## config.mk

```make
export PLATFORM = sky130hd
export DESIGN_NAME = spi_cmd_master
export DESIGN_NICKNAME = d
export VERILOG_FILES = /design/src/rtl/spi_cmd_pkg.sv /design/src/rtl/spi_cmd_fifo.sv /design/src/rtl/spi_cmd_engine.sv /design/src/rtl/spi_cmd_master.sv
export SDC_FILE = /design/constraint.sdc
export NUM_CORES = 1
export LEC_CHECK = 0
export ABC_AREA = 1
export BUFFER_PORTS_ARGS = -buffer_cell sky130_fd_sc_hd__buf_2
export CORE_MARGIN = 10
export CORE_UTILIZATION = 67
export CTS_BUF_LIST = sky130_fd_sc_hd__clkbuf_8
export DETAILED_ROUTE_END_ITERATION = 10
export PLACE_DENSITY = 0.88
export SYNTH_ARGS = -nofsm -noshare
export SYNTH_HDL_FRONTEND = slang
export SYNTH_SLANG_ARGS = --single-unit
```

## constraint.sdc

```tcl
create_clock -name clk -period 8.4 [get_ports clk]
set_input_delay 0.84 -clock clk [delete_from_list [all_inputs] [get_ports clk]]
set_output_delay 0.84 -clock clk [all_outputs]
set_load 0.02 [all_outputs]
```

## src/rtl/spi_cmd_pkg.sv

```systemverilog
// Package: shared constants and types for the command-tagged SPI master.
// Assumes a 16-bit maximum frame; the engine state encoding lives here.
package spi_cmd_pkg;

    localparam int DATA_W = 16;
    localparam int LEN_W  = $clog2(DATA_W);

    typedef enum logic [1:0] {
        ST_IDLE  = 2'd0,
        ST_SHIFT = 2'd1,
        ST_HOLD  = 2'd2
    } eng_state_t;

endpackage

```

## src/rtl/spi_cmd_fifo.sv

```systemverilog
// Module: synchronous show-ahead queue with a fill counter and flush.
// Assumes DEPTH is a power of two. A push while full and a pop while
// empty are ignored. Flush takes priority over push and pop.
module spi_cmd_fifo #(
    parameter int WIDTH  = 8,
    parameter int DEPTH  = 4,
    parameter int FILL_W = $clog2(DEPTH + 1)
) (
    input  logic              clk,
    input  logic              rst_n,
    input  logic              flush,
    input  logic              push,
    input  logic [WIDTH-1:0]  din,
    input  logic              pop,
    output logic [WIDTH-1:0]  dout,
    output logic              empty,
    output logic [FILL_W-1:0] fill
);
    localparam int AW = (DEPTH > 1) ? $clog2(DEPTH) : 1;

    logic [WIDTH-1:0] mem [DEPTH];
    logic [AW-1:0]    wr_ptr;
    logic [AW-1:0]    rd_ptr;
    logic             do_push;
    logic             do_pop;

    // Qualify requests against the current fill level.
    always_comb begin
        do_push = push && (fill != FILL_W'(DEPTH)) && !flush;
        do_pop  = pop && (fill != '0) && !flush;
        empty   = (fill == '0);
        dout    = mem[rd_ptr];
    end

    // Storage write; the data array needs no reset.
    always_ff @(posedge clk) begin
        if (do_push) begin
            mem[wr_ptr] <= din;
        end
    end

    // Pointer and fill bookkeeping.
    always_ff @(posedge clk) begin
        if (!rst_n || flush) begin
            wr_ptr <= '0;
            rd_ptr <= '0;
            fill   <= '0;
        end else begin
            if (do_push) wr_ptr <= wr_ptr + 1'b1;
            if (do_pop)  rd_ptr <= rd_ptr + 1'b1;
            case ({do_push, do_pop})
                2'b10:   fill <= fill + 1'b1;
                2'b01:   fill <= fill - 1'b1;
                default: fill <= fill;
            endcase
        end
    end
endmodule

```

## src/rtl/spi_cmd_engine.sv

```systemverilog
// Module: serial shifter and select sequencer. It advances only on tick,
// one tick per half SCK period. It assumes the command source is
// show-ahead: cmd_* are valid whenever cmd_valid is set. A select line
// goes active one tick before the first edge, and is released one tick
// after the last edge unless the command asked to keep it.
module spi_cmd_engine
    import spi_cmd_pkg::*;
#(
    parameter int NCS = 6
) (
    input  logic              clk,
    input  logic              rst_n,
    input  logic              tick,
    input  logic              halt,
    input  logic              cpol,
    input  logic              cpha,
    input  logic              lsb_first,
    input  logic [LEN_W-1:0]  len_m1,
    input  logic              cmd_valid,
    input  logic [DATA_W-1:0] cmd_data,
    input  logic              cmd_keep,
    input  logic [NCS-1:0]    cmd_sel,
    output logic              cmd_pop,
    output logic              rx_push,
    output logic [DATA_W-1:0] rx_word,
    output logic              sck,
    output logic              mosi,
    input  logic              miso,
    output logic [NCS-1:0]    cs_act
);
    localparam int CNT_W = $clog2(2 * DATA_W + 1);
    localparam int BIT_W = LEN_W + 1;

    eng_state_t        state;
    logic [CNT_W-1:0]  edge_cnt;
    logic [CNT_W-1:0]  next_edge;
    logic [CNT_W-1:0]  last_edge;
    logic [BIT_W-1:0]  frame_bits;
    logic [BIT_W-1:0]  pad_bits;
    logic              sck_q;
    logic              keep_q;
    logic [DATA_W-1:0] sh_tx;
    logic [DATA_W-1:0] sh_rx;
    logic              start_ok;
    logic              frame_done;
    logic              is_leading;
    logic              do_sample;
    logic              do_shift;
    logic [DATA_W-1:0] load_word;

    // Frame geometry, edge classification and start/finish conditions.
    always_comb begin
        frame_bits = {1'b0, len_m1} + 1'b1;
        pad_bits   = BIT_W'(DATA_W) - frame_bits;
        last_edge  = CNT_W'({frame_bits, 1'b0});
        next_edge  = edge_cnt + 1'b1;
        is_leading = next_edge[0];
        do_sample  = is_leading ^ cpha;
        do_shift   = !do_sample && (next_edge != CNT_W'(1)) && (next_edge != last_edge);
        start_ok   = tick && (state != ST_SHIFT) && cmd_valid && !halt;
        frame_done = tick && (state == ST_SHIFT) && (edge_cnt == last_edge);
        load_word  = lsb_first ? cmd_data : (cmd_data << pad_bits);
        cmd_pop    = start_ok;
        rx_push    = frame_done;
        rx_word    = lsb_first ? (sh_rx >> pad_bits)
                               : (sh_rx & ({DATA_W{1'b1}} >> pad_bits));
        sck        = (state == ST_SHIFT) ? sck_q : cpol;
        mosi       = lsb_first ? sh_tx[0] : sh_tx[DATA_W-1];
    end

    // Sequencer: start, edge stepping, shifting, sampling and release.
    always_ff @(posedge clk) begin
        if (!rst_n) begin
            state    <= ST_IDLE;
            edge_cnt <= '0;
            sck_q    <= 1'b0;
            keep_q   <= 1'b0;
            sh_tx    <= '0;
            sh_rx    <= '0;
            cs_act   <= '0;
        end else if (tick) begin
            case (state)
                ST_IDLE, ST_HOLD: begin
                    sck_q <= cpol;
                    if (start_ok) begin
                        state    <= ST_SHIFT;
                        cs_act   <= cmd_sel;
                        keep_q   <= cmd_keep;
                        sh_tx    <= load_word;
                        sh_rx    <= '0;
                        edge_cnt <= '0;
                    end
                end
                ST_SHIFT: begin
                    if (frame_done) begin
                        state <= keep_q ? ST_HOLD : ST_IDLE;
                        if (!keep_q) cs_act <= '0;
                    end else begin
                        edge_cnt <= next_edge;
                        sck_q    <= ~sck_q;
                        if (do_sample) begin
                            sh_rx <= lsb_first ? {miso, sh_rx[DATA_W-1:1]}
                                               : {sh_rx[DATA_W-2:0], miso};
                        end
                        if (do_shift) begin
                            sh_tx <= lsb_first ? (sh_tx >> 1) : (sh_tx << 1);
                        end
                    end
                end
                default: state <= ST_IDLE;
            endcase
        end
    end
endmodule

```

## src/rtl/spi_cmd_master.sv

```systemverilog
// Module: top of the command-tagged SPI master. It joins the transmit
// command queue, the shift engine and the receive queue. It applies the
// per-line idle polarity to the select outputs and keeps the sticky
// receive-drop flag. Assumes tx_sel is one-hot or zero.
module spi_cmd_master
    import spi_cmd_pkg::*;
#(
    parameter int NCS      = 6,
    parameter int TX_DEPTH = 4,
    parameter int RX_DEPTH = 4,
    parameter int FILL_W   = $clog2(((TX_DEPTH > RX_DEPTH) ? TX_DEPTH : RX_DEPTH) + 1)
) (
    input  logic              clk,
    input  logic              rst_n,
    input  logic              tick,
    input  logic              halt,
    input  logic              cfg_cpol,
    input  logic              cfg_cpha,
    input  logic              cfg_lsb_first,
    input  logic [LEN_W-1:0]  cfg_frame_len_m1,
    input  logic [NCS-1:0]    cfg_cs_idle,
    input  logic              flush_tx,
    input  logic              flush_rx,
    input  logic              tx_push,
    input  logic [DATA_W-1:0] tx_data,
    input  logic              tx_keep_sel,
    input  logic [NCS-1:0]    tx_sel,
    output logic [FILL_W-1:0] tx_fill,
    input  logic              rx_pop,
    output logic [DATA_W-1:0] rx_data,
    output logic [FILL_W-1:0] rx_fill,
    output logic              rx_overflow,
    output logic              running,
    output logic              sck,
    output logic              mosi,
    input  logic              miso,
    output logic [NCS-1:0]    cs_out
);
    localparam int CMD_W = DATA_W + NCS + 1;

    logic [CMD_W-1:0]  cmd_in;
    logic [CMD_W-1:0]  cmd_head;
    logic              cmd_empty;
    logic              cmd_pop;
    logic              rx_push;
    logic [DATA_W-1:0] rx_word;
    logic              rx_empty;
    logic              rx_drop;
    logic [NCS-1:0]    cs_act;

    // Pack the command word: keep flag, select pattern, data.
    always_comb begin
        cmd_in  = {tx_keep_sel, tx_sel, tx_data};
        rx_drop = rx_push && !flush_rx && (rx_fill == FILL_W'(RX_DEPTH));
        cs_out  = cfg_cs_idle ^ cs_act;
    end

    spi_cmd_fifo #(
        .WIDTH (CMD_W),
        .DEPTH (TX_DEPTH),
        .FILL_W(FILL_W)
    ) u_txq (
        .clk  (clk),
        .rst_n(rst_n),
        .flush(flush_tx),
        .push (tx_push),
        .din  (cmd_in),
        .pop  (cmd_pop),
        .dout (cmd_head),
        .empty(cmd_empty),
        .fill (tx_fill)
    );

    spi_cmd_engine #(
        .NCS(NCS)
    ) u_eng (
        .clk      (clk),
        .rst_n    (rst_n),
        .tick     (tick),
        .halt     (halt),
        .cpol     (cfg_cpol),
        .cpha     (cfg_cpha),
        .lsb_first(cfg_lsb_first),
        .len_m1   (cfg_frame_len_m1),
        .cmd_valid(!cmd_empty),
        .cmd_data (cmd_head[DATA_W-1:0]),
        .cmd_keep (cmd_head[CMD_W-1]),
        .cmd_sel  (cmd_head[DATA_W +: NCS]),
        .cmd_pop  (cmd_pop),
        .rx_push  (rx_push),
        .rx_word  (rx_word),
        .sck      (sck),
        .mosi     (mosi),
        .miso     (miso),
        .cs_act   (cs_act)
    );

    spi_cmd_fifo #(
        .WIDTH (DATA_W),
        .DEPTH (RX_DEPTH),
        .FILL_W(FILL_W)
    ) u_rxq (
        .clk  (clk),
        .rst_n(rst_n),
        .flush(flush_rx),
        .push (rx_push),
        .din  (rx_word),
        .pop  (rx_pop),
        .dout (rx_data),
        .empty(rx_empty),
        .fill (rx_fill)
    );

    // Sticky drop flag, cleared only by a receive flush.
    always_ff @(posedge clk) begin
        if (!rst_n || flush_rx) begin
            rx_overflow <= 1'b0;
        end else if (rx_drop && !rx_empty) begin
            rx_overflow <= 1'b1;
        end
    end

    // Running status follows the halt input one cycle later.
    always_ff @(posedge clk) begin
        if (!rst_n) begin
            running <= 1'b0;
        end else begin
            running <= !halt;
        end
    end
endmodule

```

# [Word-level counts from Yosys, hierarchy flattened]
# Memory sizes are Yosys's and may differ from the RTL's. A register that Yosys moved wholly into a read port is not among the register bits.
# Cells that the tools add are included.
[totals] wordCells=134 inputBits=45 ram_bits=156 mem_count=2 output_inout_bits=32 ff_bits=64
[classes] bitwise_logic=4 n_addsub=11 reduce_logical=43 n_shift=3 muxes=37 n_eq_ne=19
[mem_list] memory="u_txq.mem" depth=4 word_bits=23 read_ports=1 rd_ports_with_merged_regs=1 write_ports=1 line="spi_cmd_fifo.sv:21" rtl="logic [WIDTH-1:0] mem [DEPTH];"
[mem_list] memory="u_rxq.mem" depth=4 word_bits=16 read_ports=1 rd_ports_with_merged_regs=1 write_ports=1 line="spi_cmd_fifo.sv:21"
[ops] cell="2-to-1 mux 16 bit" n=10
[ops] cell="one-hot mux 16 bit (2 select lines)" n=2
[ops] cell="2-to-1 mux 6 bit" n=5
[ops] cell="one-hot mux 6 bit (2 select lines)" n=2
[ops] cell="logical AND 1 bit" n=18
[ops] cell="AND 16 bit" n=1
[ops] cell="left shift 16 x 5 -> 16 bit" n=1
[ops] cell="right shift 16 x 5 -> 16 bit" n=1
[ops] cell="right shift 16 x 5 -> 16 bit (first input constant)" n=1
[ops] cell="AND reduction 5 bit" n=3
[ops] cell="2-to-1 mux 2 bit" n=7
[ops] cell="one-hot mux 3 bit (2 select lines)" n=2
[ops] cell="AND reduction 3 bit" n=3
[ops] cell="adder 2 x 1 -> 2 bit (second input constant)" n=4
[ops] cell="!= test 2 bit (second input constant)" n=4
[ops] cell="zero test 1 bit" n=7
[ops] cell="2-to-1 mux 1 bit" n=7
[ops] cell="adder 3 x 1 -> 3 bit (second input constant)" n=2
[ops] cell="adder 6 x 1 -> 6 bit (second input constant)" n=1
[ops] cell="== test 2 x 1 -> 1 bit (second input constant)" n=3
[ops] cell="== test 2 bit (second input constant)" n=3
[ops] cell="== test 6 bit" n=1
[ops] cell="zero test 3 bit" n=2
[ops] cell="!= test 2 x 1 -> 1 bit (second input constant)" n=3
[ops] cell="18 further kinds" n=24

# [Longest topological paths before layout]
# Gate-level depths: netlist of run 1.
[depth] ltp_word=8 mapped_depth=18 ltp_nobuf=17

# [Hierarchy]
# A second synthesis of run 1 with hierarchy kept.
[hier_totals] hier_cells=1392 area_unflattened_um2=11827.6
[modules_own_cells] mod="spi_cmd_engine" n_inst=1 area_each_um2=4618.2 seq_area_each_um2=960.9 cells_per_inst=850
[modules_own_cells] mod="spi_cmd_fifo at u_txq" n_inst=1 area_each_um2=4205.3 seq_area_each_um2=2942.8 cells_per_inst=295
[modules_own_cells] mod="spi_cmd_fifo at u_rxq" n_inst=1 area_each_um2=2857.7 seq_area_each_um2=2102.0 cells_per_inst=227
[modules_own_cells] mod="spi_cmd_master" n_inst=1 area_each_um2=146.4 seq_area_each_um2=40.0 cells_per_inst=20

# [Worst setup path after synthesis of run 1]
# OpenSTA, ideal clock, no wires.
[synth_path] kind="input to register" from="input port cfg_frame_len_m1[0]" to="memory u_rxq.mem[0][0] (netlist name) (enable)" setup_time_ns=0.389 setup_slack_ns=4.915 path_buffers=1 cell_stages=10 arrival_time_ns=3.096 cell_sequence="inv_2 -> clkbuf_1 -> ha_1 -> nand2_1 -> nand4_1 -> nor3_1 -> nand3_2 -> nor3_1 -> inv_2 -> nor2_1"
[synth_between] elab_chain_cells=7
[synth_lines] item="from (decl)" line="spi_cmd_master.sv:20" rtl="input logic [LEN_W-1:0] cfg_frame_len_m1,"
[synth_lines] item="adder 4 x 1 -> 5 bit" line="spi_cmd_engine.sv:53" rtl="frame_bits = {1'b0, len_m1} + 1'b1;"
[synth_lines] item="== test 6 bit" line="spi_cmd_engine.sv:61" rtl="frame_done = tick && (state == ST_SHIFT) && (edge_cnt == last_edge);"
[synth_lines] item="logical AND 1 bit" line="spi_cmd_engine.sv:61"
[synth_lines] item="logical AND 1 bit (2 in series)" line="spi_cmd_fifo.sv:29" rtl="do_push = push && (fill != FILL_W'(DEPTH)) && !flush;"
[synth_lines] item="2-to-1 mux 1 bit" line="spi_cmd_fifo.sv:37" rtl="if (do_push) begin"
[synth_lines] item="2-to-1 mux 1 bit (not written as such)" line="spi_cmd_fifo.sv:38" rtl="mem[wr_ptr] <= din;"
[synth_lines] item="to (decl)" line="spi_cmd_fifo.sv:21"
# Every way passes these cells.

# [Worst setup path in the final report of run 1]
[layout_path] from="input port cfg_frame_len_m1[0]" to="memory u_rxq.mem[3][0] (netlist name) (data pin)"
[layout_between] elab_chain_cells=5
[layout_lines] item="adder 4 x 1 -> 5 bit (*)" line="spi_cmd_engine.sv:53"
[layout_lines] item="subtractor 5 bit (*)" line="spi_cmd_engine.sv:54" rtl="pad_bits = BIT_W'(DATA_W) - frame_bits;"
[layout_lines] item="right shift 16 x 5 -> 16 bit" line="spi_cmd_engine.sv:66" rtl=": (sh_rx & ({DATA_W{1'b1}} >> pad_bits));"
[layout_lines] item="AND 16 bit" line="spi_cmd_engine.sv:66"
[layout_lines] item="2-to-1 mux 16 bit (*)" line="spi_cmd_engine.sv:65" rtl="rx_word = lsb_first ? (sh_rx >> pad_bits)"
[layout_lines] item="net rx_word[0]" line="spi_cmd_master.sv:46" rtl="logic [DATA_W-1:0] rx_word;"
# The timed path passes the listed nets; every way through them passes the cells marked *.

==> flow_summary_export.csv, run 1 <==
group,metric,value,unit
drt,vias,9663,
hold_path,hold_depth,2,
setup_path,worst_path_largest_cell_delay,0.73,ns
timing,fin_worst_skew,0.0291,ns
setup_path,path_cells,"buf_2, buf_4, ha_1, inv_1, ha_1, inv_1, ha_1, buf_4, inv_1, nor2_1, a22oi_1, o21ai_0, nand2_1, o211ai_1, a21oi_1",
setup_path,worst_path_max_delay_cell,"inv_1",
timing,grt_setup_unrepaired,"false",
layout,fin_util,74.9,%
setup_path,cp-start-kind,"primary input",
setup_path,endpoint_kind,"flop",
setup_path,critPathKind,"in2reg",
drt,ant_nets,0,
setup_path,ff2ff_path_depth,8,
clocking,htreeDepth,2,
logic_synthesis,netlist_instances,1306,
logic_synthesis,dominantRegCellSynth,"edfxtp_1",
grt,grt.total_usage,24.8,%
grt,grt_start_max_net_pins,49,
flow_run,cap_violations,0,
clocking,path_clk_slew,0.07,ns
place,place.port_buffers,76,
layout,antenna_cells,0,
timing,finalCritPeriodShare,49.8,%
setup_path,worstPathRequired,8.72,ns
layout,synthToLayoutAreaGrowth,10.4,%
clocking,clk_latency,0.54,ns
place,dp_hpwl,18.5,mm
timing,maxSlewViolCount,0,
timing,hold_violations,0,
logic_synthesis,synth_seq_area_share,54.2,%
grt,antenna_found_initial,1,
timing,slew_headroom,30.5,%
place,routabilityCongestion,0.987,
setup_path,critPathMaxFanout,48,
clocking,cts_setup_buffers,0,
grt,grt_overflow,0,
die,die_y,149,um
clocking,cts_resized,0,
logic_synthesis,ys_seq_elements,224,
die,dieArea,22200,um^2
grt,grt_pass1_wl,44.8,mm
timing,max_freq,0.239,GHz
logic_synthesis,synthArstFlopShare,0,%
clocking,cts_made_buffers,36,
run_status,status,"completed",
logic_synthesis,yosysWarnings,0,
logic_synthesis,syn_nets,1370,
timing,setup_viol,0,
logic_synthesis,synth_edf_count,156,
logic_synthesis,ys_types,42,
clocking,cts-hold-fix-buffers,0,
grt,first_global_vias,9090,
setup_path,critical_path_arrival,4.50,ns
drt,routed_wl,28.2,mm
hold_path,worstHoldPathType,"in2reg",
die,initial_utilization,67.8,%
timing,setup_tns,0,ns
power_and_ir_drop,power_density,193,nW/um^2
clocking,cts_tree,"yes",
clocking,cts.sinks,224,
layout,nFillCells,1193,
clocking,cts_buffer_depth,3,
layout,regArea,6050,um^2
drt,dr.pass1.iters,6,
timing,worst_slew_pin_slew,1.04,ns
die,core,16500,um^2
layout,finalNetCount,1429,
drt,drc,0,
drt,wl_per_cell,17.5,um
power_and_ir_drop,ir_worst_vdd,203,uV
logic_synthesis,syn_area_per_cell,8.55,um^2
drt,drt-initial-drc-count,1168,
layout,multi_input_area,4430,um^2
power_and_ir_drop,p_leak,4.90,nW
layout,final_layout_size_suffix_gt1_share,11.4,%
die,rows,47,
timing,fin_crit,4.18,ns
die,fp.dieW,149,um
logic_synthesis,netlist_area,11200,um^2
timing,whs,0.464,ns
clocking,root_buffer,"clkbuf_8",
drt,vias_per_cell,5.99,
die,io_pins,77,
## critical path: cells and delay by family
kind	cells	cell delay, ns
buffers and inverters	6	1.66
adder cells (fa/ha/maj)	3	0.96
AO/OA/AOI/OAI	4	0.73
AND/OR/NAND/NOR	2	0.26
## area by class of cell
| type | count | area share [%] |
|---|---|---|
| tap | 220 | 2.23 |
| timing repair buffer | 88 | 3.82 |
| inverter | 106 | 3.23 |
| sequential | 224 | 49.0 |
| multi-input combinational | 909 | 36.0 |
| clock inverter | 29 | 1.68 |
| clock buffer | 36 | 4.02 |
## path summary, 6_finish.rpt
kind | slack [ns] | start | to
max | 4.22 | cfg_frame_len_m1[0] | u_rxq.mem[3][0]$_DFFE_PP_
min | 0.46 | halt | running$_SDFF_PN0_
max reg2reg | 4.57 | u_eng.state[0]$_SDFFE_PN0P_ | u_rxq.mem[3][4]$_DFFE_PP_
min reg2reg | 0.47 | rx_overflow$_SDFFE_PP0P_ | rx_overflow$_SDFFE_PP0P_
## metal layers
metal | GRT usage [%] | share of wire, % | vias up
li1 | - | - | 4600
met1 | 29.7 | 38 | 4441
met2 | 42.6 | 49 | 531
met3 | 4.55 | 9.2 | 91
met4 | 10.8 | 3.5 | 0
met5 | 0 | 0 | -
## cells in the mapped netlist (5+ instances only)
library cell  number  area [um^2]
nand2_1          289         1080
edfxtp_1         156         4680
nand3_1          151          756
nor2_1           134          503
o21ai_0          102          510
inv_1             96          360
a21oi_1           83          415
dfxtp_1           68         1360
o22ai_1           43          269
clkbuf_1          41          154
o21ai_1           19         95.1
ha_1              17          213
buf_2             15         75.1
xor2_1            13          114
inv_2             10         37.5
nor3_1             7         35.0
o211ai_1           7         52.6
buf_1              6         22.5
nand4_1            5         31.3
nor2_2             5         31.3
## cell usage in the layout (no fill, tap or decap), drive strengths merged, types with 2 or more instances in the layout
| master | n |
|---|---|
| nand2 | 293 |
| edfxtp | 156 |
| nand3 | 152 |
| nor2 | 140 |
| o21ai | 121 |
| inv | 119 |
| buf | 88 |
| a21oi | 83 |
| dfxtp | 68 |
| o22ai | 43 |
| clkbuf | 36 |
| ha | 17 |
| xor2 | 13 |
| clkinv | 12 |
| nor3 | 7 |
| o211ai | 7 |
| nand4 | 5 |
| nor3b | 3 |
| a211oi | 3 |
| a22oi | 3 |
| bufinv | 3 |
| o21a | 2 |
| a31oi | 2 |
| o22a | 2 |
| o2111ai | 2 |
| xnor2 | 2 |
| fa | 2 |
## metrics by stage
step	instances	cell area [um^2]	setup slack, ns	power (mW)
2_1_floorplan	1306	11200	4.92	1.41
3_3_place_gp	1547	11600	3.91	1.47
3_5_place_dp	1547	11600	3.83	1.48
4_1_cts	1612	12300	4.31	2.38
5_1_grt	1612	12300	3.97	2.47
6_report	1612	12300	4.22	2.38
## registers in the layout, indices dropped and copies added (netlist names), 2 cells and up, named ones only
signal	flops
u_eng.sh_tx	16
u_rxq.fill	3
u_txq.mem	92
u_eng.state	2
u_rxq.mem	64
u_txq.fill	3
u_eng.edge_cnt	6
u_eng.cs_act	6
u_txq.rd_ptr	2
u_eng.sh_rx	16
u_rxq.rd_ptr	2
u_rxq.wr_ptr	2
u_txq.wr_ptr	2
## where the power goes
part	switching [mW]	internal, mW	leakage, nW
clock network	0.423	0.498	0.396
registers	0.00855	1.20	2.00
logic	0.181	0.0743	2.51
## logic make-up (layout without fill, tap and decap cells)
group / count (synthesis) / after routing / share of synthesized area (%)
multiplexers: 1 / 1 / 0.0897
flip-flops: 224 / 224 / 54.2
AND/OR/NAND/NOR: 602 / 602 / 22.8
buffers and inverters: 173 / 259 / 6.22
AO/OA/AOI/OAI: 272 / 272 / 13.3
XOR/XNOR: 15 / 15 / 1.18
adder cells (fa/ha/maj): 19 / 19 / 2.26
Note: power is estimated with default switching activity, not from simulation.
==> run 2, diff against run 1 <==
--- a/config.mk
+++ b/config.mk
@@ -5,13 +5,13 @@
 export SDC_FILE = /design/constraint.sdc
 export NUM_CORES = 1
 export LEC_CHECK = 0
-export ABC_AREA = 1
+export ABC_AREA = 0
 export BUFFER_PORTS_ARGS = -buffer_cell sky130_fd_sc_hd__buf_2
 export CORE_MARGIN = 10
-export CORE_UTILIZATION = 67
+export CORE_UTILIZATION = 63
 export CTS_BUF_LIST = sky130_fd_sc_hd__clkbuf_8
 export DETAILED_ROUTE_END_ITERATION = 10
-export PLACE_DENSITY = 0.88
+export PLACE_DENSITY = 0.83
 export SYNTH_ARGS = -nofsm -noshare
 export SYNTH_HDL_FRONTEND = slang
 export SYNTH_SLANG_ARGS = --single-unit
==> constraint.sdc (replaced) <==
create_clock -name clk -period 4.4 [get_ports clk]
set_input_delay 0.44 -clock clk [delete_from_list [all_inputs] [get_ports clk]]
set_output_delay 0.44 -clock clk [all_outputs]
set_load 0.02 [all_outputs]
==> run 2 against run 1 <==
Worst hold slack worse by 0.38 ns. Sequential share of layout area down 2.8 points. Global-route usage down 2.5 points. Count of clock-buffer cells in the layout up 1. Sequential power up 88%. Utilization down 4.7 points. Register-to-register slack worse by 3.1 ns. Clock skew down 0.018 ns. Routed wire length down 2.5%. Clock power up 86%. Critical path depth down 5. Critical path type unchanged.
==> flow_summary_export.csv, run 2 <==
group,metric,value,unit
grt,grt_pass1_wl,44.5,mm
drt,routed_wl,27.5,mm
setup_path,worst_path_max_delay_cell,"xor2_2",
logic_synthesis,synth_seq_area_share,50.7,%
clocking,cts-hold-fix-buffers,0,
logic_synthesis,syn_nets,1047,
setup_path,critPathMaxFanout,16,
power_and_ir_drop,seq_power_share,51.5,%
logic_synthesis,synth_area_leaders,"edfxtp_1 39%, mux4_2 13%, dfxtp_1 11%",
timing,hold_violations,0,
die,fp.dieW,158,um
drt,ant_nets,0,
place,dp_hpwl,18.7,mm
setup_path,crit_path_frequent_cell,"ha_1",
layout,final_cell_mix,"156 x edfxtp_1, 98 x nand2_1, 76 x buf_2, 68 x mux4_2, 67 x a21oi_1",
layout,finalNetCount,1108,
timing,slew_headroom,22.8,%
setup_path,critPathKind,"in2reg",
timing,worst_slew_pin_slew,1.16,ns
layout,largest_reg_flops,92,
clocking,path_clk_slew,0.06,ns
logic_synthesis,synth_edf_count,156,
timing,fin_worst_skew,0.0116,ns
drt,vias,8497,
logic_synthesis,synth.most_common_cell,"edfxtp_1",
grt,grt_start_max_net_pins,64,
logic_synthesis,synthArstFlopShare,0,%
setup_path,worst_path_largest_cell_delay,0.61,ns
setup_path,ff2ff_path_depth,11,
clocking,clk_latency,0.54,ns
logic_synthesis,dominantRegCellSynth,"edfxtp_1",
run_status,status,"completed",
setup_path,cp-start-kind,"primary input",
place,place.port_buffers,76,
timing,setup_viol,0,
layout,layout_commonest_cell,"edfxtp_1",
hold_path,worstHoldPathType,"in2reg",
clocking,cts_tree,"yes",
drt,drc,0,
hold_path,hold_depth,2,
clocking,cts_resized,0,
layout,nFillCells,1336,
drt,vias_per_cell,6.51,
logic_synthesis,yosys.area.top_type,"edfxtp_1",
clocking,htreeDepth,2,
power_and_ir_drop,ir_worst_vdd,294,uV
setup_path,critical_path_arrival,3.53,ns
logic_synthesis,netlist_area,11900,um^2
grt,grt_overflow,0,
layout,instances_no_fill,1305,
power_and_ir_drop,power_density,339,nW/um^2
flow_run,cap_violations,0,
grt,grt.total_usage,22.3,%
power_and_ir_drop,p_leak,4.36,nW
die,io_pins,77,
layout,antenna_cells,0,
layout,top_register,"u_txq.mem",
power_and_ir_drop,p_int,3.34,mW
die,dieArea,24800,um^2
logic_synthesis,ys_seq_elements,224,
setup_path,worstPathRequired,4.67,ns
die,die_y,158,um
layout,largestRegisters,"u_txq.mem (92), u_rxq.mem (64)",
clocking,cts_made_buffers,36,
grt,first_global_vias,8410,
logic_synthesis,netlist_instances,983,
setup_path,critPathTopFamily,"compound AO/OA/AOI/OAI gates",
timing,setup_tns,0,ns
timing,grt_setup_unrepaired,"false",
power_and_ir_drop,sw_frac_of_total,24.8,%
drt,dr.pass1.iters,7,
setup_path,crit_cells,10,
layout,fin_util,70.1,%
timing,max_freq,0.307,GHz
setup_path,path_cells,"buf_2, ha_1, inv_1, ha_1, o211a_1, o21ai_1, xor2_2, nor2_1, o32a_1, a211oi_1",
place,routabilityCongestion,0.945,
clocking,cts_buffer_depth,3,
setup_path,crit_buf_inv,2,
clocking,root_buffer,"clkbuf_8",
power_and_ir_drop,clockPowerShare,38.5,%
power_and_ir_drop,p_switching,1.10,mW
layout,synthToLayoutAreaGrowth,9.68,%
timing,finalCritPeriodShare,74.1,%
timing,maxSlewViolCount,0,
place,dp.cells,1240,
die,core,18600,um^2
setup_path,endpoint_kind,"flop",
grt,antenna_found_initial,0,
drt,wl_per_cell,21.1,um
logic_synthesis,yosysTopAreaCellShare,39.3,%
die,initial_utilization,63.9,%
drt,drt-initial-drc-count,1169,
clocking,cts_setup_buffers,0,
logic_synthesis,yosysWarnings,0,
logic_synthesis,syn_area_per_cell,12.1,um^2
layout,final_layout_size_suffix_gt1_share,22.2,%
timing,fin_crit,3.26,ns
clocking,cts.sinks,224,
logic_synthesis,synthTopCellsByCount,"156 x edfxtp_1, 98 x nand2_1, 68 x dfxtp_1, 68 x mux4_2, 67 x a21oi_1",
logic_synthesis,ys_types,73,
die,rows,50,
power_and_ir_drop,power_frac_comb,10.0,%
-- run 2: worst paths after layout --
kind | from | slack, ns | end
hold / removal | halt | 0.08 | running$_SDFF_PN0_
setup reg to reg | u_eng.edge_cnt[2]$_SDFFE_PN0P_ | 1.43 | u_rxq.fill[2]$_SDFFE_PP0P_
hold reg to reg | rx_overflow$_SDFFE_PP0P_ | 0.47 | rx_overflow$_SDFFE_PP0P_
setup / recovery | cfg_frame_len_m1[0] | 1.14 | u_rxq.mem[0][5]$_DFFE_PP_
-- run 2: routing by layer --
metal / routed length [um] / global-route usage [%] / vias up
li1: - / - / 3909
met1: 11100 / 28.1 / 4122
met2: 13600 / 37.8 / 386
met3: 2050 / 4.39 / 80
met4: 710 / 7.17 / 0
met5: 0 / 0 / -
-- run 2: layout make-up --
type | count | area, um^2 | area share (%)
Inverter | 26 | 97.6 | 0.747
Multi-Input combinational cell | 659 | 5410 | 41.4
Timing Repair Buffer | 97 | 538 | 4.12
Sequential cell | 224 | 6050 | 46.3
Tap cell | 234 | 293 | 2.24
Clock buffer | 37 | 509 | 3.90
Clock inverter | 28 | 174 | 1.33
-- run 2: power groups by stage --
| stage | Clock [mW] | Sequential (mW) | Combinational, mW |
|---|---|---|---|
| floorplan | 0 | 2.32 | 0.319 |
| global placement | 0 | 2.33 | 0.425 |
| detailed placement | 0 | 2.33 | 0.431 |
| CTS | 1.73 | 2.28 | 0.434 |
| global route | 1.84 | 2.28 | 0.477 |
| finish | 1.71 | 2.28 | 0.441 |
-- run 2: kinds of logic (layout without fill, tap and decap cells) --
| family | after synthesis | after routing | share of synthesized area (%) |
|---|---|---|---|
| and+or+nand+nor | 279 | 279 | 11.6 |
| DFF | 224 | 224 | 50.7 |
| adders and majority gates | 19 | 19 | 2.12 |
| muxes | 124 | 124 | 17.6 |
| buffers and inverters | 100 | 188 | 4.01 |
| xor gates and xnor gates | 34 | 34 | 2.62 |
| AOI/OAI and AO/OA | 203 | 203 | 11.3 |
-- run 2: per-stage QoR --
step	instance area, um^2	power (mW)	worst slack, ns	hold WS (ns)
6_report	13100	4.43	1.14	0.0823
5_1_grt	13100	4.60	0.912	0.0874
4_1_cts	13100	4.45	1.17	0.0824
3_5_place_dp	12400	2.76	0.664	0.459
3_3_place_gp	12400	2.75	0.767	0.451
2_1_floorplan	11900	2.64	0.829	0.453
